**config.mk**
```make
export PLATFORM = sky130hd
export DESIGN_NAME = dbg_cmd_exec
export DESIGN_NICKNAME = d
export VERILOG_FILES = /design/src/rtl/dbg_cmd_pkg.sv /design/src/rtl/dbg_cmd_decode.sv /design/src/rtl/dbg_regfile.sv /design/src/rtl/dbg_mem_port.sv /design/src/rtl/dbg_shifter.sv /design/src/rtl/dbg_cmd_exec.sv
export SDC_FILE = /design/constraint.sdc
export NUM_CORES = 1
export LEC_CHECK = 0
export CAP_MARGIN = 40
export CORE_UTILIZATION = 49
export CTS_CLUSTER_DIAMETER = 30
export CTS_CLUSTER_SIZE = 25
export DETAILED_ROUTE_END_ITERATION = 12
export PLACE_DENSITY = 0.83
export SYNTH_ARGS = -nofsm -noshare
export SYNTH_HDL_FRONTEND = slang
export SYNTH_SLANG_ARGS = --single-unit
```
**constraint.sdc**
```tcl
create_clock -name clk -period 3 [get_ports clk]
set_input_delay 0.45 -clock clk [delete_from_list [all_inputs] [get_ports clk]]
set_output_delay 0.45 -clock clk [all_outputs]
set_load 0.02 [all_outputs]
```
**src/rtl/dbg_cmd_pkg.sv**
```systemverilog
// Shared constants and types for the debug firmware command executor.
// Assumes 8-bit command codes and a five-entry register set in the order
// PC, D, X, Y, SP, which the code-to-index mapping depends on.
package dbg_cmd_pkg;

    localparam logic [7:0] OP_RD_NEXT = 8'h62;
    localparam logic [7:0] OP_RD_BASE = 8'h63;
    localparam logic [7:0] OP_WR_NEXT = 8'h42;
    localparam logic [7:0] OP_WR_BASE = 8'h43;
    localparam logic [7:0] OP_GO      = 8'h08;
    localparam logic [7:0] OP_STEP    = 8'h10;
    localparam logic [7:0] OP_TAGGO   = 8'h18;

    typedef enum logic [2:0] {
        K_NONE,
        K_RDREG,
        K_WRREG,
        K_RDMEM,
        K_WRMEM,
        K_GO,
        K_STEP,
        K_TAGGO
    } cmd_kind_e;

    typedef enum logic {
        S_IDLE,
        S_MEM
    } exec_state_e;

endpackage

```
**src/rtl/dbg_cmd_decode.sv**
```systemverilog
// Combinational command-code decoder.
// Maps an 8-bit code to a command kind and, for register commands, to a
// register index. Assumes the register block is contiguous and NREG long.
module dbg_cmd_decode
    import dbg_cmd_pkg::*;
#(
    parameter int unsigned NREG = 5,
    localparam int unsigned IW  = $clog2(NREG)
) (
    input  logic [7:0]    op,
    output cmd_kind_e     kind,
    output logic [IW-1:0] reg_idx
);

    logic [7:0] rd_off;
    logic [7:0] wr_off;

    assign rd_off = op - OP_RD_BASE;
    assign wr_off = op - OP_WR_BASE;

    // Classify the code and derive the register index from its offset.
    always_comb begin
        kind    = K_NONE;
        reg_idx = '0;
        if (rd_off < 8'(NREG)) begin
            kind    = K_RDREG;
            reg_idx = rd_off[IW-1:0];
        end else if (wr_off < 8'(NREG)) begin
            kind    = K_WRREG;
            reg_idx = wr_off[IW-1:0];
        end else begin
            case (op)
                OP_RD_NEXT: kind = K_RDMEM;
                OP_WR_NEXT: kind = K_WRMEM;
                OP_GO:      kind = K_GO;
                OP_STEP:    kind = K_STEP;
                OP_TAGGO:   kind = K_TAGGO;
                default:    kind = K_NONE;
            endcase
        end
    end

endmodule

```
**src/rtl/dbg_regfile.sv**
```systemverilog
// CPU register set seen by the debug executor.
// One write port plus an auto-increment of the index register at X_IDX.
// Assumes the caller never asserts a write and an increment in the same cycle.
module dbg_regfile #(
    parameter int unsigned DW    = 16,
    parameter int unsigned NREG  = 5,
    parameter int unsigned X_IDX = 2,
    parameter int unsigned STEP  = 2,
    localparam int unsigned IW   = $clog2(NREG)
) (
    input  logic                     clk,
    input  logic                     rst_n,
    input  logic                     wr_en,
    input  logic [IW-1:0]            wr_idx,
    input  logic [DW-1:0]            wr_data,
    input  logic                     inc_x,
    output logic [NREG-1:0][DW-1:0]  regs
);

    for (genvar g = 0; g < NREG; g++) begin : g_reg
        logic [DW-1:0] r;

        // Hold one register: reset, write, or (X only) step forward.
        always_ff @(posedge clk) begin
            if (!rst_n) begin
                r <= '0;
            end else if (wr_en && wr_idx == IW'(g)) begin
                r <= wr_data;
            end else if (inc_x && g == X_IDX) begin
                r <= r + DW'(STEP);
            end
        end

        assign regs[g] = r;
    end

    // write and X increment come from exclusive command kinds.
    a_r4_inc_write_exclusive: assert property (@(posedge clk) disable iff (!rst_n)
        !(inc_x && wr_en));

endmodule

```
**src/rtl/dbg_mem_port.sv**
```systemverilog
// Request/acknowledge memory port for word accesses.
// A start loads address, data and direction and raises the request, which
// holds until acknowledged. Assumes start only arrives while idle.
module dbg_mem_port #(
    parameter int unsigned DW = 16,
    parameter int unsigned AW = 16
) (
    input  logic          clk,
    input  logic          rst_n,
    input  logic          start,
    input  logic          start_we,
    input  logic [AW-1:0] start_addr,
    input  logic [DW-1:0] start_wdata,
    input  logic          mem_ack,
    output logic          mem_req,
    output logic          mem_we,
    output logic [AW-1:0] mem_addr,
    output logic [DW-1:0] mem_wdata,
    output logic          fin
);

    // Launch a request on start and retire it on acknowledge.
    always_ff @(posedge clk) begin
        if (!rst_n) begin
            mem_req   <= 1'b0;
            mem_we    <= 1'b0;
            mem_addr  <= '0;
            mem_wdata <= '0;
        end else if (start) begin
            mem_req   <= 1'b1;
            mem_we    <= start_we;
            mem_addr  <= start_addr;
            mem_wdata <= start_wdata;
        end else if (mem_req && mem_ack) begin
            mem_req   <= 1'b0;
        end
    end

    assign fin = mem_req && mem_ack;

    a_r6_req_held: assert property (@(posedge clk) disable iff (!rst_n)
        mem_req && !mem_ack |=> mem_req);
    a_r6_addr_stable: assert property (@(posedge clk) disable iff (!rst_n)
        mem_req && !mem_ack |=> $stable(mem_addr) && $stable(mem_we) && $stable(mem_wdata));
    a_r6_req_drops: assert property (@(posedge clk) disable iff (!rst_n)
        mem_req && mem_ack |=> !mem_req);
    a_r11_no_start_busy: assert property (@(posedge clk) disable iff (!rst_n)
        mem_req |-> !start);

endmodule

```
**src/rtl/dbg_shifter.sv**
```systemverilog
// Output shifter toward the serial link: parallel load, left shift with
// zero fill, MSB presented as the serial bit. Load wins over shift.
module dbg_shifter #(
    parameter int unsigned DW = 16
) (
    input  logic          clk,
    input  logic          rst_n,
    input  logic          load,
    input  logic [DW-1:0] load_data,
    input  logic          shift_en,
    output logic [DW-1:0] q,
    output logic          ser_out
);

    // Load a result or move one bit toward the serial output.
    always_ff @(posedge clk) begin
        if (!rst_n) begin
            q <= '0;
        end else if (load) begin
            q <= load_data;
        end else if (shift_en) begin
            q <= {q[DW-2:0], 1'b0};
        end
    end

    assign ser_out = q[DW-1];

    a_r12_shift_fill: assert property (@(posedge clk) disable iff (!rst_n)
        shift_en && !load |=> q[0] == 1'b0);

endmodule

```
**src/rtl/dbg_cmd_exec.sv**
```systemverilog
// Debug firmware command executor (top).
// Accepts a code when idle. Register, control and unknown codes finish in
// one cycle; memory codes step X by two and wait for the memory acknowledge.
// Assumes the register set is ordered PC, D, X, Y, SP.
module dbg_cmd_exec
    import dbg_cmd_pkg::*;
#(
    parameter int unsigned DW    = 16,
    parameter int unsigned NREG  = 5,
    parameter int unsigned X_IDX = 2,
    localparam int unsigned IW   = $clog2(NREG)
) (
    input  logic          clk,
    input  logic          rst_n,
    input  logic          cmd_valid,
    input  logic [7:0]    cmd_op,
    input  logic [DW-1:0] cmd_wdata,
    input  logic          shift_en,
    output logic          busy,
    output logic          done,
    output logic [DW-1:0] shift_q,
    output logic          ser_out,
    output logic          go_pulse,
    output logic          step_pulse,
    output logic          tag_go_pulse,
    output logic          mem_req,
    output logic          mem_we,
    output logic [DW-1:0] mem_addr,
    output logic [DW-1:0] mem_wdata,
    input  logic [DW-1:0] mem_rdata,
    input  logic          mem_ack
);

    exec_state_e             state_q;
    cmd_kind_e               kind;
    logic [IW-1:0]           idx;
    logic [NREG-1:0][DW-1:0] regs;
    logic                    accept;
    logic                    is_mem;
    logic                    one_cycle;
    logic                    fin;
    logic                    sh_load;
    logic [DW-1:0]           sh_data;
    logic [DW-1:0]           next_x;

    dbg_cmd_decode #(.NREG(NREG)) u_dec (
        .op      (cmd_op),
        .kind    (kind),
        .reg_idx (idx)
    );

    assign accept    = cmd_valid && (state_q == S_IDLE);
    assign is_mem    = (kind == K_RDMEM) || (kind == K_WRMEM);
    assign one_cycle = (kind != K_NONE) && !is_mem;
    assign next_x    = regs[X_IDX] + DW'(2);

    dbg_regfile #(.DW(DW), .NREG(NREG), .X_IDX(X_IDX), .STEP(2)) u_rf (
        .clk     (clk),
        .rst_n   (rst_n),
        .wr_en   (accept && kind == K_WRREG),
        .wr_idx  (idx),
        .wr_data (cmd_wdata),
        .inc_x   (accept && is_mem),
        .regs    (regs)
    );

    dbg_mem_port #(.DW(DW), .AW(DW)) u_mem (
        .clk         (clk),
        .rst_n       (rst_n),
        .start       (accept && is_mem),
        .start_we    (kind == K_WRMEM),
        .start_addr  (next_x),
        .start_wdata (cmd_wdata),
        .mem_ack     (mem_ack),
        .mem_req     (mem_req),
        .mem_we      (mem_we),
        .mem_addr    (mem_addr),
        .mem_wdata   (mem_wdata),
        .fin         (fin)
    );

    assign sh_load = (accept && kind == K_RDREG) || (fin && !mem_we);
    assign sh_data = (state_q == S_MEM) ? mem_rdata : regs[idx];

    dbg_shifter #(.DW(DW)) u_sh (
        .clk       (clk),
        .rst_n     (rst_n),
        .load      (sh_load),
        .load_data (sh_data),
        .shift_en  (shift_en),
        .q         (shift_q),
        .ser_out   (ser_out)
    );

    // Track whether a memory access is outstanding.
    always_ff @(posedge clk) begin
        if (!rst_n) begin
            state_q <= S_IDLE;
        end else if (accept && is_mem) begin
            state_q <= S_MEM;
        end else if (fin) begin
            state_q <= S_IDLE;
        end
    end

    // Register the completion pulse and the CPU control pulses.
    always_ff @(posedge clk) begin
        if (!rst_n) begin
            done         <= 1'b0;
            go_pulse     <= 1'b0;
            step_pulse   <= 1'b0;
            tag_go_pulse <= 1'b0;
        end else begin
            done         <= (accept && one_cycle) || fin;
            go_pulse     <= accept && kind == K_GO;
            step_pulse   <= accept && kind == K_STEP;
            tag_go_pulse <= accept && kind == K_TAGGO;
        end
    end

    assign busy = (state_q == S_MEM);

    a_r7_pulses_exclusive: assert property (@(posedge clk) disable iff (!rst_n)
        $onehot0({go_pulse, step_pulse, tag_go_pulse}));
    a_r9_pulse_with_done: assert property (@(posedge clk) disable iff (!rst_n)
        (go_pulse || step_pulse || tag_go_pulse) |-> done);
    a_r11_req_means_busy: assert property (@(posedge clk) disable iff (!rst_n)
        mem_req |-> busy);
    a_r4_done_after_ack: assert property (@(posedge clk) disable iff (!rst_n)
        busy && mem_ack |=> done && !busy);
    a_r10_idle_after_reset: assert property (@(posedge clk) disable iff (!rst_n)
        $rose(busy) |-> !done);

endmodule

```
# Word-level counts from Yosys, hierarchy flattened
# Cells that the tools add are included.
[word_totals]
register_bits = 134
inputBits = 45
output_inout_bits = 56
wordCells = 77
[op_classes]
addsub = 3
magnitude_cmp = 3
eq_ne = 16
mux = 14
bitwise_logic = 1
n_reduce_logical = 26
[op_table]
columns = ["cell", "n"]
rows = [
  ["16-bit 2-to-1 mux", 6],
  ["16-bit binary-select mux with 3-bit select", 1],
  ["16-bit by 2-bit adder with 16-bit output, second input constant", 1],
  ["8-bit by 5-bit equality test with 1-bit output, second input constant", 2],
  ["8-bit by 7-bit equality test with 1-bit output, second input constant", 2],
  ["1-bit logical AND", 16],
  ["8-bit by 3-bit < comparator with 1-bit output, second input constant", 2],
  ["8-bit by 7-bit subtractor with 8-bit output, second input constant", 2],
  ["3-bit equality test, second input constant", 5],
  ["3-bit one-hot mux with 5 select lines", 1],
  ["3-bit by 2-bit equality test with 1-bit output, second input constant", 4],
  ["3-bit 2-to-1 mux", 4],
  ["8-bit by 4-bit equality test with 1-bit output, second input constant", 1],
  ["3-bit by 1-bit equality test with 1-bit output, second input constant", 2],
  ["2-bit nonzero test", 3],
  ["3-bit by 4-bit < comparator with 1-bit output, second input constant", 1],
  ["3-bit logical NOT", 1],
  ["1-bit logical OR", 3],
  ["3-bit nonzero test", 1],
  ["1-bit logical NOT", 2],
  ["1-bit 2-to-1 mux", 2],
  ["1-bit inverter", 1],
]

# Depth between registers and ports, before layout
[logic_depth]
ltp_word = 10
ltp_mapped = 12
mapped_depth_nobuf = 9

# Cells and area by module
# From an unflattened synthesis, not the netlist that was laid out.
[hier_totals]
cells_unflattened = 812
area_unflattened_um2 = 6935.4
[by_module_without_submodules]
columns = ["mod", "instances", "cells_per_inst", "area_per_inst_um2", "seq_area_each_um2"]
rows = [
  ["dbg_regfile", 1, 380, 3034.2, 1601.5],
  ["dbg_cmd_exec", 1, 207, 1417.6, 100.1],
  ["dbg_mem_port", 1, 110, 1320.0, 680.7],
  ["dbg_shifter", 1, 71, 849.6, 320.3],
  ["dbg_cmd_decode", 1, 44, 314.1, 0.0],
]

# Worst setup path after synthesis
# No wires, ideal clock.
[synth_timing]
path_type = "input-to-reg"
startpoint = "in cmd_op[0]"
endpoint = "reg u_rf.g_reg[2].r[11]"
setup_time_ps = 122
t_arrival_ps = 2700
t_required_ps = 2878
path_slack_ps = 179
cell_stages = 12
path_buffers = 3
cell_sequence = "buf_2 > inv_1 > ha_1 > or4b_1 > or3b_1 > nand2b_1 > buf_4 > o2111ai_2 > buf_6 > a211oi_1 > xnor2_1 > a21oi_1"
[synth_between]
elab_chain_cells = 8
word_cells_on_any_way = 24
cone_classes = "add/sub (2); order compare (2); eq/ne (9); mux (6); reduce/logical (5)"
[synth_rtl]
columns = ["item", "line", "text"]
rows = [
  ["start, declared", "dbg_cmd_exec.sv:16", "input logic [7:0] cmd_op,"],
  ["8-bit by 7-bit subtractor with 8-bit output, or another cell as far along", "dbg_cmd_decode.sv:19", "assign wr_off = op - OP_WR_BASE;"],
  ["8-bit by 3-bit < comparator with 1-bit output / 3-bit one-hot mux with 5 select lines (equally long branches)", "dbg_cmd_decode.sv:28, dbg_cmd_decode.sv:32", ""],
  ["3-bit 2-to-1 mux", "dbg_cmd_decode.sv:28", "end else if (wr_off < 8'(NREG)) begin"],
  ["3-bit 2-to-1 mux", "dbg_cmd_decode.sv:25", "if (rd_off < 8'(NREG)) begin"],
  ["3-bit by 2-bit equality test with 1-bit output, or another cell as far along", "dbg_cmd_exec.sv:60", ".wr_en (accept && kind == K_WRREG),"],
  ["1-bit logical AND / 1-bit logical OR (equally long branches)", "dbg_cmd_exec.sv:60, dbg_cmd_exec.sv:53", ""],
  ["1-bit logical AND, on equally long branches", "dbg_regfile.sv:27, dbg_cmd_exec.sv:63", ""],
  ["16-bit 2-to-1 mux / 2-bit nonzero test (equally long branches)", "--", ""],
  ["end signal, assigned", "dbg_regfile.sv:28", "r <= wr_data;"],
  ["end signal, assigned", "dbg_regfile.sv:30", "r <= r + DW'(STEP);"],
  ["end, declared", "dbg_regfile.sv:21", "logic [DW-1:0] r;"],
]
# Parallel ways exist; a longest one is shown, timed or not.
# A chain may end at the register's enable or synchronous reset.

# Worst setup path after layout
[layout_timing]
startpoint = "in cmd_op[3]"
endpoint = "reg u_sh.q[2]"
[layout_between]
elab_chain_cells = 8
word_cells_on_any_way = 22
cone_classes = "add/sub (2); order compare (2); eq/ne (6); mux (9); reduce/logical (3)"
[layout_rtl]
columns = ["item", "line", "text"]
rows = [
  ["8-bit by 7-bit subtractor with 8-bit output, or another cell as far along", "dbg_cmd_decode.sv:19", ""],
  ["8-bit by 3-bit < comparator with 1-bit output / 3-bit one-hot mux with 5 select lines (equally long branches)", "dbg_cmd_decode.sv:28, dbg_cmd_decode.sv:32", ""],
  ["3-bit 2-to-1 mux", "dbg_cmd_decode.sv:28", ""],
  ["3-bit 2-to-1 mux", "dbg_cmd_decode.sv:25", ""],
  ["16-bit binary-select mux with 3-bit select / 3-bit by 1-bit equality test with 1-bit output (equally long branches)", "dbg_cmd_exec.sv:83, dbg_cmd_exec.sv:82", ""],
  ["16-bit 2-to-1 mux (not written as such) / 1-bit logical AND (equally long branches)", "dbg_cmd_exec.sv:83, dbg_cmd_exec.sv:82", ""],
  ["16-bit 2-to-1 mux / 1-bit logical OR (equally long branches)", "dbg_cmd_exec.sv:83, dbg_cmd_exec.sv:82", ""],
  ["16-bit 2-to-1 mux / 2-bit nonzero test (equally long branches)", "--", ""],
  ["end signal, assigned", "dbg_shifter.sv:20", "q <= load_data;"],
  ["end signal, assigned", "dbg_shifter.sv:22", "q <= {q[DW-2:0], 1'b0};"],
  ["end, declared", "dbg_shifter.sv:11", "output logic [DW-1:0] q,"],
]
# Parallel ways exist; a longest one is shown, timed or not. The select of a mux whose other input is x is not followed.

==> run metrics <==
Mapped Area=0.00651 mm^2; Leak=3.43 nW; Post-DP HPWL=12.1 mm; Max-slew headroom=47.1%; worst-margin pin slew=0.781 ns; DRC Markers=0; syn avg cell area=8.75 um^2; n_diodes=0; sw power=918 uW; combinational power share=7.2%; top post-synthesis cells by area=dfxtp_1 (41%), mux2i_1 (7.4%), o21ai_0 (5.9%); P_int=3.42 mW; CP arrival=3.21 ns; clock power share=51.6%; CTS tree=yes; FP Rows=41; GRT Overall Usage=26.5%; CP startpoint kind=input port; crit-path cells=clkdlybuf4s50_1 > or3_1 > or4_4 > a211o_4 > buf_4 > o21ai_0 > a221oi_1 > o32ai_1; Worst Hold Class=reg -> reg; total power draw=4.34 mW; htree depth=4; worst slack, placed=-0.216 ns; Synth cell types=64; Max stage delay on crit path=0.56 ns; Vias=6,091; part of the power in registers=41.3%; DR WL/cell=16.6 um; area leader, netlist=dfxtp_1; Starting Density=50.9%; Fin. Hold Viols=0; Max Cap Viol=0; Final period util=96.0%; vias per cell=5.83; top_reg_cell synth=dfxtp_1; fin crit period=2.88 ns; outcome=finished clean; CTS Root Cell=clkbuf_16; final max-slew violation count=0; setup TNS after final layout=0 ns; Pwr Density=500 mW/mm^2; clk sinks=134; asr flop ratio synth=0%; worst vdd ir=0.000615 V; unrepaired setup endpoints after global routing=false; Final Skew=0.00765 ns; Achievable Freq=347 MHz; largest net degree at the start of global routing=61; number of global-route vias before repair=5,719; EDFF count, synth=0; Synthesis Warnings=0; Die X=117 um; first-pass GRT wire length=28.0 mm; share of layout cells above drive strength 1=13.1%; setup bufs post-CTS=0; Die H=117 um; DRT iter0 DRCs=619; CTS resizes=0; Mapped Nets=793; CTS Buffer Depth=2; clk slew on worst S/H paths=0.06 ns; area grow syn2layout=33.4%; die area=0.0137 mm^2; core area=0.0128 mm^2; hold_ws=0.453 ns; Nets=909; Pre-antenna DRT Iters=5; Final setup viols=0; GR Overflow Total=0; Critical Path RT=3.33 ns; CP Max Fanout=16; commonest cells in the netlist=dfxtp_1 (134), nand2_1 (97), o21ai_0 (77); Seq/Total Area, Yosys=41.2%; Worst setup EP type=register; Port-buffer cells=100; I/O pin count=101; Switching Fraction=21.1%; CTS Buf Count=17; Crit-path slowest cell=or4_4; Placement Cell Area=0.00803 mm^2; initial antenna violation count=0; most common cell in the synthesized netlist=dfxtp_1; CP Class=in -> reg; Post-Route WL=17.4 mm; PnR worst setup slack=0.120 ns; Final GP Congestion=0.905; post-synthesis cell count=744; hold buffers post-CTS=0; number of synthesized register bits=134; post-route ant nets=0; Skew-Pair Late Insertion Delay=0.42 ns; post-route cell area=0.00868 mm^2; Synth top area share=41.2%
## registers in the layout, indices dropped and copies added, names as in the netlist
register / cells
u_mem.mem_we: 1
u_mem.mem_wdata: 16
go_pulse: 1
u_sh.q: 16
step_pulse: 1
u_rf.g.r: 80
tag_go_pulse: 1
done: 1
u_mem.mem_req: 1
u_mem.mem_addr: 16
## per-stage QoR
step | instances | utilization, %
5_1_grt | 1045 | 68.0
3_3_place_gp | 1013 | 62.8
3_5_place_dp | 1013 | 62.8
6_report | 1045 | 68.0
4_1_cts | 1045 | 67.9
2_1_floorplan | 744 | -
## worst max-delay path: cells and delay by family
kind	cells	cell delay, ns
AOI/OAI and AO/OA	4	1.01
buffers and inverters	2	0.68
and+or+nand+nor	2	1.07
## power groups by stage
stage | clock network, mW | registers [mW] | logic (mW)
after floorplan | 0 | 1.84 | 0.145
after global placement | 0 | 1.83 | 0.301
after detailed placement | 0 | 1.83 | 0.303
after CTS | 2.26 | 1.79 | 0.306
after global routing | 2.34 | 1.79 | 0.333
final | 2.24 | 1.79 | 0.311
## routing by layer
metal	share of wire, %	track usage, %
met3	8.1	7.05
met2	44	41.4
met1	47	35.7
met4	1.3	8.19
met5	0	0
## logic make-up (layout without fill, tap and decap cells)
family                     after synthesis  count (layout)  synth area share (%)
DFF                                    134             134                  41.2
AOI/OAI and AO/OA                      223             223                  24.0
xor gates and xnor gates                24              24                  3.23
muxes                                   48              48                  7.38
and+or+nand+nor                        233             233                  18.2
adders and majority gates                4               4                 0.769
buffers and inverters                   78             207                  5.25
## final timing paths
kind,from,end,slack (ns),cells after the start
worst min-delay path,u_mem.mem_wdata[7],u_mem.mem_wdata[7],0.45,2
worst max register to register,u_rf.g_reg[2].r[1],u_mem.mem_addr[15],0.66,8
worst min register to register,u_mem.mem_wdata[7],u_mem.mem_wdata[7],0.45,2
worst max-delay path,cmd_op[3],u_sh.q[2],0.12,8
## cell type report
class                      instances  area, um^2
fill                             967        4090
multi-input combinational        532        3490
sequential                       134        2680
timing repair buffer             164        1600
clock buffer                      23         498
tap                              172         215
clock inverter                     9         145
inverter                          11        41.3
## cells in the final DEF (no fill, tap or decap), types with 5 or more instances in the layout
master	instances
a21oi_1	19
nand4_1	5
nand2_1	97
clkdlybuf4s50_1	99
clkbuf_16	17
mux2i_1	48
clkinv_2	5
a221oi_1	30
nor2b_1	19
nor2_1	12
nand3_1	52
a211oi_1	5
and2_1	5
dfxtp_1	134
clkbuf_8	5
buf_4	55
xnor2_1	16
nand2b_1	7
o32ai_1	16
buf_12	10
xor2_1	8
and3_1	8
a21boi_1	12
o21ai_0	77
a21boi_0	12
o211a_1	14
a31oi_1	5
nor3_1	5
o21ai_1	5
inv_1	11
Note: power is estimated with default switching activity, not from simulation.
